<file path="config.mk">
export PLATFORM = sky130hd
export DESIGN_NAME = board_boot_seq
export DESIGN_NICKNAME = d
export VERILOG_FILES = /design/src/rtl/board_seq_pkg.sv /design/src/rtl/board_seq_timer.sv /design/src/rtl/board_seq_ctrl.sv /design/src/rtl/board_seq_dp.sv /design/src/rtl/board_boot_seq.sv
export SDC_FILE = /design/constraint.sdc
export NUM_CORES = 1
export LEC_CHECK = 0
export ABC_AREA = 1
export BUFFER_PORTS_ARGS = -buffer_cell sky130_fd_sc_hd__buf_2
export CORE_MARGIN = 1
export CORE_UTILIZATION = 59
export CTS_CLUSTER_DIAMETER = 50
export DETAILED_ROUTE_END_ITERATION = 8
export PLACE_DENSITY = 0.85
export SETUP_SLACK_MARGIN = 0.3
export SLEW_MARGIN = 10
export SYNTH_ARGS = -nofsm -noshare
export SYNTH_HDL_FRONTEND = slang
export SYNTH_SLANG_ARGS = --single-unit
export TNS_END_PERCENT = 30
</file>
<file path="constraint.sdc">
create_clock -name clk -period 1.9 [get_ports clk]
set_input_delay 0.095 -clock clk [delete_from_list [all_inputs] [get_ports clk]]
set_output_delay 0.095 -clock clk [all_outputs]
set_load 0.005 [all_outputs]
</file>
<file path="src/rtl/board_seq_pkg.sv">
package board_seq_pkg;

  typedef enum logic [3:0] {
    S_IDLE,
    S_SOFT_HOLD,
    S_SOFT_GAP,
    S_LOAD_HOLD,
    S_LOAD_GAP,
    S_COLD,
    S_WARM,
    S_STOP_PCI,
    S_STOP_IRQ
  } seqState_t;

  typedef enum logic [2:0] {
    W_SOFT_HOLD,
    W_SOFT_GAP,
    W_LOAD_HOLD,
    W_LOAD_GAP,
    W_COLD,
    W_WARM
  } waitSel_t;

  // strobes from the control FSM to the datapath
  typedef struct packed {
    logic       loadWait;
    waitSel_t   waitSel;
    logic       setSoft;
    logic       clrSoft;
    logic       setLoad;
    logic       clrLoad;
    logic       cpuWr;
    logic [1:0] cpuVal;
    logic       clrLine;
    logic       clrPci;
    logic       setIrqOff;
  } seqStrobe_t;

  localparam logic [1:0] CPU_HELD = 2'b00;
  localparam logic [1:0] CPU_COLD = 2'b01;
  localparam logic [1:0] CPU_BOTH = 2'b11;

  function automatic int imax(input int a, input int b);
    return (a > b) ? a : b;
  endfunction

endpackage

</file>
<file path="src/rtl/board_seq_timer.sv">
module board_seq_timer
  #(parameter int CLKS_PER_MS = 125000,
    parameter int MS_W        = 4)
  (input  logic            clk,
   input  logic            rstN,
   input  logic            load,
   input  logic [MS_W-1:0] loadMs,
   output logic            expire);

  logic            running;
  logic [MS_W-1:0] msLeft;
  logic            msTick;

  generate
    if (CLKS_PER_MS <= 1) begin : g_noPre
      assign msTick = running;
    end else begin : g_pre
      localparam int PRE_W = $clog2(CLKS_PER_MS);
      localparam logic [PRE_W-1:0] PRE_TOP = PRE_W'(CLKS_PER_MS - 1);
      logic [PRE_W-1:0] preCnt;

      // prescaler restarts on every load so each dwell is exact
      always_ff @(posedge clk) begin
        if (!rstN)                       preCnt <= '0;
        else if (load || preCnt == '0)   preCnt <= PRE_TOP;
        else if (running)                preCnt <= preCnt - 1'b1;
      end

      assign msTick = running && (preCnt == '0);
    end
  endgenerate

  always_ff @(posedge clk) begin
    if (!rstN) begin
      running <= 1'b0;
      msLeft  <= '0;
    end else if (load) begin
      running <= 1'b1;
      msLeft  <= loadMs;
    end else if (msTick) begin
      msLeft <= msLeft - 1'b1;
      if (msLeft == MS_W'(1)) running <= 1'b0;
    end
  end

  assign expire = msTick && (msLeft == MS_W'(1));

endmodule

</file>
<file path="src/rtl/board_seq_ctrl.sv">
module board_seq_ctrl
  import board_seq_pkg::*;
  #(parameter int IDX_W = 2)
  (input  logic             clk,
   input  logic             rstN,
   input  logic             cmdReset,
   input  logic             cmdStart,
   input  logic             cmdStop,
   input  logic [IDX_W-1:0] stopIdx,
   input  logic             waitDone,
   output seqStrobe_t       stb,
   output logic             busy,
   output logic             done);

  seqState_t state, nextState;
  logic      doneNext;

  always_comb begin
    nextState = state;
    doneNext  = 1'b0;
    stb       = '0;
    stb.waitSel = W_SOFT_HOLD;
    unique case (state)
      S_IDLE: begin
        if (cmdReset) begin
          nextState    = S_SOFT_HOLD;
          stb.setSoft  = 1'b1;
          stb.loadWait = 1'b1;
          stb.waitSel  = W_SOFT_HOLD;
        end else if (cmdStart) begin
          nextState    = S_COLD;
          stb.cpuWr    = 1'b1;
          stb.cpuVal   = CPU_COLD;
          stb.loadWait = 1'b1;
          stb.waitSel  = W_COLD;
        end else if (cmdStop && stopIdx == '0) begin
          nextState   = S_STOP_PCI;
          stb.cpuWr   = 1'b1;
          stb.cpuVal  = CPU_HELD;
          stb.clrLine = 1'b1;
        end
      end
      S_SOFT_HOLD: if (waitDone) begin
        nextState    = S_SOFT_GAP;
        stb.clrSoft  = 1'b1;
        stb.loadWait = 1'b1;
        stb.waitSel  = W_SOFT_GAP;
      end
      S_SOFT_GAP: if (waitDone) begin
        nextState    = S_LOAD_HOLD;
        stb.setLoad  = 1'b1;
        stb.loadWait = 1'b1;
        stb.waitSel  = W_LOAD_HOLD;
      end
      S_LOAD_HOLD: if (waitDone) begin
        nextState    = S_LOAD_GAP;
        stb.clrLoad  = 1'b1;
        stb.loadWait = 1'b1;
        stb.waitSel  = W_LOAD_GAP;
      end
      S_LOAD_GAP: if (waitDone) begin
        nextState  = S_IDLE;
        stb.cpuWr  = 1'b1;
        stb.cpuVal = CPU_HELD;
        doneNext   = 1'b1;
      end
      S_COLD: if (waitDone) begin
        nextState    = S_WARM;
        stb.cpuWr    = 1'b1;
        stb.cpuVal   = CPU_BOTH;
        stb.loadWait = 1'b1;
        stb.waitSel  = W_WARM;
      end
      S_WARM: if (waitDone) begin
        nextState = S_IDLE;
        doneNext  = 1'b1;
      end
      S_STOP_PCI: begin
        nextState  = S_STOP_IRQ;
        stb.clrPci = 1'b1;
      end
      S_STOP_IRQ: begin
        nextState     = S_IDLE;
        stb.setIrqOff = 1'b1;
        doneNext      = 1'b1;
      end
      default: nextState = S_IDLE;
    endcase
  end

  always_ff @(posedge clk) begin
    if (!rstN) begin
      state <= S_IDLE;
      done  <= 1'b0;
    end else begin
      state <= nextState;
      done  <= doneNext;
    end
  end

  assign busy = (state != S_IDLE);

endmodule

</file>
<file path="src/rtl/board_seq_dp.sv">
module board_seq_dp
  import board_seq_pkg::*;
  #(parameter int CLKS_PER_MS    = 125000,
    parameter int MS_W           = 4,
    parameter int SOFT_HOLD_MS   = 1,
    parameter int SOFT_GAP_MS    = 1,
    parameter int RELOAD_HOLD_MS = 1,
    parameter int RELOAD_GAP_MS  = 1,
    parameter int COLD_MS        = 2,
    parameter int WARM_MS        = 10)
  (input  logic       clk,
   input  logic       rstN,
   input  seqStrobe_t stb,
   output logic       waitDone,
   output logic       bridgeSoftRst,
   output logic       eepromReload,
   output logic [1:0] cpuRstCtl,
   output logic       lineDspRun,
   output logic       pciIrqEn,
   output logic       irqReqOff);

  logic [MS_W-1:0] waitMs;

  always_comb begin
    unique case (stb.waitSel)
      W_SOFT_HOLD: waitMs = MS_W'(SOFT_HOLD_MS);
      W_SOFT_GAP:  waitMs = MS_W'(SOFT_GAP_MS);
      W_LOAD_HOLD: waitMs = MS_W'(RELOAD_HOLD_MS);
      W_LOAD_GAP:  waitMs = MS_W'(RELOAD_GAP_MS);
      W_COLD:      waitMs = MS_W'(COLD_MS);
      W_WARM:      waitMs = MS_W'(WARM_MS);
      default:     waitMs = MS_W'(1);
    endcase
  end

  board_seq_timer #(.CLKS_PER_MS(CLKS_PER_MS), .MS_W(MS_W)) timer_i (
    .clk    (clk),
    .rstN   (rstN),
    .load   (stb.loadWait),
    .loadMs (waitMs),
    .expire (waitDone));

  always_ff @(posedge clk) begin
    if (!rstN) begin
      bridgeSoftRst <= 1'b0;
      eepromReload  <= 1'b0;
      cpuRstCtl     <= CPU_HELD;
      lineDspRun    <= 1'b1;
      pciIrqEn      <= 1'b1;
      irqReqOff     <= 1'b0;
    end else begin
      if (stb.setSoft)        bridgeSoftRst <= 1'b1;
      else if (stb.clrSoft)   bridgeSoftRst <= 1'b0;
      if (stb.setLoad)        eepromReload  <= 1'b1;
      else if (stb.clrLoad)   eepromReload  <= 1'b0;
      if (stb.cpuWr)          cpuRstCtl     <= stb.cpuVal;
      if (stb.clrLine)        lineDspRun    <= 1'b0;
      if (stb.clrPci)         pciIrqEn      <= 1'b0;
      if (stb.setIrqOff)      irqReqOff     <= 1'b1;
    end
  end

endmodule

</file>
<file path="src/rtl/board_boot_seq.sv">
module board_boot_seq
  import board_seq_pkg::*;
  #(parameter int CLKS_PER_MS    = 125000,
    parameter int SOFT_HOLD_MS   = 1,
    parameter int SOFT_GAP_MS    = 1,
    parameter int RELOAD_HOLD_MS = 1,
    parameter int RELOAD_GAP_MS  = 1,
    parameter int COLD_MS        = 2,
    parameter int WARM_MS        = 10,
    parameter int IDX_W          = 2)
  (input  logic             clk,
   input  logic             rstN,
   input  logic             cmdReset,
   input  logic             cmdStart,
   input  logic             cmdStop,
   input  logic [IDX_W-1:0] stopIdx,
   output logic             bridgeSoftRst,
   output logic             eepromReload,
   output logic [1:0]       cpuRstCtl,
   output logic             lineDspRun,
   output logic             pciIrqEn,
   output logic             irqReqOff,
   output logic             busy,
   output logic             done);

  localparam int MAX_MS = imax(imax(imax(SOFT_HOLD_MS, SOFT_GAP_MS),
                                    imax(RELOAD_HOLD_MS, RELOAD_GAP_MS)),
                               imax(COLD_MS, WARM_MS));
  localparam int MS_W = $clog2(MAX_MS + 1);

  seqStrobe_t stb;
  logic       waitDone;

  board_seq_ctrl #(.IDX_W(IDX_W)) ctrl_i (
    .clk      (clk),
    .rstN     (rstN),
    .cmdReset (cmdReset),
    .cmdStart (cmdStart),
    .cmdStop  (cmdStop),
    .stopIdx  (stopIdx),
    .waitDone (waitDone),
    .stb      (stb),
    .busy     (busy),
    .done     (done));

  board_seq_dp #(
    .CLKS_PER_MS    (CLKS_PER_MS),
    .MS_W           (MS_W),
    .SOFT_HOLD_MS   (SOFT_HOLD_MS),
    .SOFT_GAP_MS    (SOFT_GAP_MS),
    .RELOAD_HOLD_MS (RELOAD_HOLD_MS),
    .RELOAD_GAP_MS  (RELOAD_GAP_MS),
    .COLD_MS        (COLD_MS),
    .WARM_MS        (WARM_MS)) dp_i (
    .clk           (clk),
    .rstN          (rstN),
    .stb           (stb),
    .waitDone      (waitDone),
    .bridgeSoftRst (bridgeSoftRst),
    .eepromReload  (eepromReload),
    .cpuRstCtl     (cpuRstCtl),
    .lineDspRun    (lineDspRun),
    .pciIrqEn      (pciIrqEn),
    .irqReqOff     (irqReqOff));

endmodule

</file>
==> results.cfg <==
[setup_path]
max_stage_delay_ns = 0.33
cp_max_fo = 8
critPathKind = flop to flop
timing.critical_path.buf_inv = 2
worstRegToRegCells = 13
crit_family = simple AND/OR/NAND/NOR gates
required_ns = 2.14
rrSetupSlack_ns = 0.16
worst-path-stages = 13
reg2reg_to = dp_i.timer_i.g_pre.preCnt[4]
end_kind = flop
timing.rr.start = dp_i.timer_i.g_pre.preCnt[0]
cp_slowest_cell = dfxtp_2
worstPathCellList = inv_2 > ha_4 > inv_2 > nor2_2 > nand2_2 > nor2_4 > nand2_4 > nor2_4 > nand3_4 > nand2_4 > a21oi_4 > nand2_8 > nor2_2
arrival_ns = 1.98
start_kind = flop

[yosys]
synth_ff_type = dfxtp_1
seq_area_frac_synth_pct = 35.8
postSynthCellCount = 259
ys_async_sr_fraction_pct = 0
syn_area_per_cell_sq_um = 7.35
yosysUniqueCellTypes = 34
yosys_warnings = 0
syn-cell-area_sq_um = 1900
ys_ff_latch = 34
synth_nets = 270
synth-edff-count = 0

[clock_network]
cts_inserted_buffers = 5
clkTransAtPathRegs_ns = 0.10
clk_latency_ns = 0.34
cts_sinks = 34
root_buffer = clkbuf_4
cts_tree = built
htreeDepth = 2
clk_path_buf_depth = 2

[global_route]
grt_overflow = 0
grt_pass1_vias = 1527
grt_pass1_wl_mm = 6.60
grt.total_usage_pct = 25.0
grt_max_degree = 14
antenna_found_initial = 0

[placement]
numPortBuffers = 15
dp_hpwl_mm = 2.90
place.gp.congestion = 0.888

[sta]
slew_headroom_pct = 68.9
whs_ns = 0.0438
setup_tns_ns = 0
clock.fmax_mhz = 574
rsz0062_at_grt = yes
finalCritPeriodShare_pct = 91.7
fin_crit_ns = 1.74
setup_violations = 0
finClkSkew_ns = 0.00253
finalHoldViolations = 0
tightest_slew_ns = 0.466
slew_violations = 0

[power]
leakage_uw = 0.00100
ir_drop_mv = 0.925
power_uw = 3570
powerDensity_nw_per_um2 = 1600

[final_layout]
utilization_pct = 72.9
n_fill_cell = 228
area_growth_pct = 16.9
post_route_cells_drive_above_1_share_pct = 27.9
antenna_cells = 0
fin_nets = 300

[min_path]
worst_hold_path.endpoint = dp_i.bridgeSoftRst
hold_depth = 3
hp-class = input pin to flop
worstHoldStart = cmdReset

[floorplan]
ios = 16
core_sq_um = 3050
die_area_sq_um = 3460
start_util_pct = 62.3
row_count = 20
die_h_um = 58.8
die_w_um = 58.8

[detailed_routing]
drt-total-wl_mm = 4.06
vias = 1728
wire_per_inst_um = 12.2
via_per_inst = 5.17
drc = 0
drtIter0Drc = 143
ant_nets = 0
dr.pass1.iters = 4

[outcome]
status = finished, final reports clean

[run]
maxCapViolCount = 0
[registers in the layout (all words and copies together), names as in the netlist]
register / count
dp_i.timer_i.g_pre.preCnt: 17
ctrl_i.done: 1
dp_i.pciIrqEn: 1
ctrl_i.state: 4
dp_i.timer_i.running: 1
dp_i.cpuRstCtl: 2
dp_i.eepromReload: 1
dp_i.irqReqOff: 1
dp_i.timer_i.msLeft: 4
dp_i.lineDspRun: 1
dp_i.bridgeSoftRst: 1
[cells in the final DEF (no fill, tap or decap), types with 3 or more instances in the layout]
| cell type | n |
|---|---|
| buf_2 | 15 |
| nand3b_1 | 3 |
| nand2_1 | 42 |
| nor2_1 | 33 |
| a21oi_2 | 4 |
| buf_4 | 10 |
| dfxtp_1 | 32 |
| nand2_2 | 7 |
| nor3_1 | 6 |
| o21ai_0 | 6 |
| nand3_2 | 4 |
| inv_1 | 30 |
| a21oi_1 | 8 |
| xnor2_1 | 9 |
| inv_2 | 5 |
| ha_1 | 3 |
| nand3_1 | 22 |
| clkbuf_4 | 5 |
| nor2_2 | 10 |
| xor2_1 | 5 |
| nor2_4 | 7 |
[worst min-delay path, cell delays in order]
cell	delay (ns)
buf_2	0.13
nand2_1	0.06
a21oi_1	0.06
[cells in the mapped netlist (2+ instances only)]
| cell type | n | area (sq um) |
|---|---|---|
| inv_1 | 34 | 128 |
| nand3_1 | 26 | 130 |
| nor2_4 | 5 | 56.3 |
| o21ai_1 | 2 | 10.0 |
| o21ai_0 | 6 | 30.0 |
| xnor2_1 | 9 | 78.8 |
| nor3_1 | 6 | 30.0 |
| nor2_1 | 35 | 131 |
| nand3b_1 | 3 | 22.5 |
| nand2_2 | 5 | 31.3 |
| xor2_1 | 5 | 43.8 |
| nand2_1 | 44 | 165 |
| nor4_1 | 2 | 12.5 |
| nand2_4 | 2 | 22.5 |
| nor2_2 | 10 | 62.6 |
| a21oi_2 | 4 | 35.0 |
| a21oi_1 | 8 | 40.0 |
| dfxtp_1 | 34 | 681 |
| ha_1 | 4 | 50.1 |
[how the worst max path moves through the flow]
stage,endpoint,startpoint,slack (ns)
2_1_floorplan,dp_i.timer_i.g_pre.preCnt[9],dp_i.timer_i.g_pre.preCnt[0],0.30
3_3_place_gp,dp_i.timer_i.g_pre.preCnt[7],dp_i.timer_i.g_pre.preCnt[0],0.22
3_5_place_dp,dp_i.timer_i.g_pre.preCnt[4],dp_i.timer_i.g_pre.preCnt[1],0.17
4_1_cts,dp_i.timer_i.g_pre.preCnt[4],dp_i.timer_i.g_pre.preCnt[0],0.20
5_1_grt,dp_i.timer_i.g_pre.preCnt[5],dp_i.timer_i.g_pre.preCnt[0],0.05
6_report,dp_i.timer_i.g_pre.preCnt[4],dp_i.timer_i.g_pre.preCnt[0],0.16
[power breakdown]
| group | total [uW] | leakage [uW] | switching [uW] | internal (uW) |
|---|---|---|---|---|
| Clock | 418 | 0.0000353 | 239 | 179 |
| Combinational | 2050 | 0.000685 | 1270 | 786 |
| Sequential | 1100 | 0.000280 | 180 | 918 |
| Total | 3570 | 0.00100 | 1690 | 1880 |
[per-stage QoR]
stage | cell area (sq um) | cells | worst slack, ns
2_1_floorplan | 1900 | 259 | 0.299
3_3_place_gp | 2040 | 318 | 0.224
3_5_place_dp | 2040 | 318 | 0.169
4_1_cts | 2140 | 331 | 0.198
5_1_grt | 2220 | 334 | 0.0452
6_report | 2220 | 334 | 0.158
[per-layer routing]
layer / GRT usage (%) / routed length (um) / vias to the layer above
met3: 5.93 / 119 / 9
li1: - / - / 881
met2: 38.5 / 1930 / 39
met4: 9.52 / 71 / 0
met1: 33.7 / 1950 / 799
met5: 0 / 0 / -
[kinds of logic after synthesis]
group | Yosys count | synth area share [%]
AO/OA/AOI/OAI | 24 | 8.68
flip-flops | 34 | 35.8
AND/OR/NAND/NOR | 144 | 38.4
adder cells (fa/ha/maj) | 4 | 2.63
XOR/XNOR | 14 | 6.44
buffers and inverters | 39 | 8.09
[area by class of cell]
class                   count  area [sq um]  area share (%)
well taps                  44          55.1            2.47
inverters                  36           138            6.19
multi-input cells         186          1130            50.7
flip-flops and latches     34           683            30.7
clock inverters             1          5.00           0.225
repair buffers             26           160            7.20
clock buffers               7          55.1            2.47
[repair_timing]
| item | in CTS | in global routing |
|---|---|---|
| endpoints found under the setup margin | 28 | 30 |
| hold endpoints to repair | 1 | 0 |
| resized for setup | 2 | 15 |
| pin swaps | 0 | 6 |
| hold buffers | 1 | 0 |
| buffers inserted | 4 | 3 |
(Power assumes the default switching activity.)
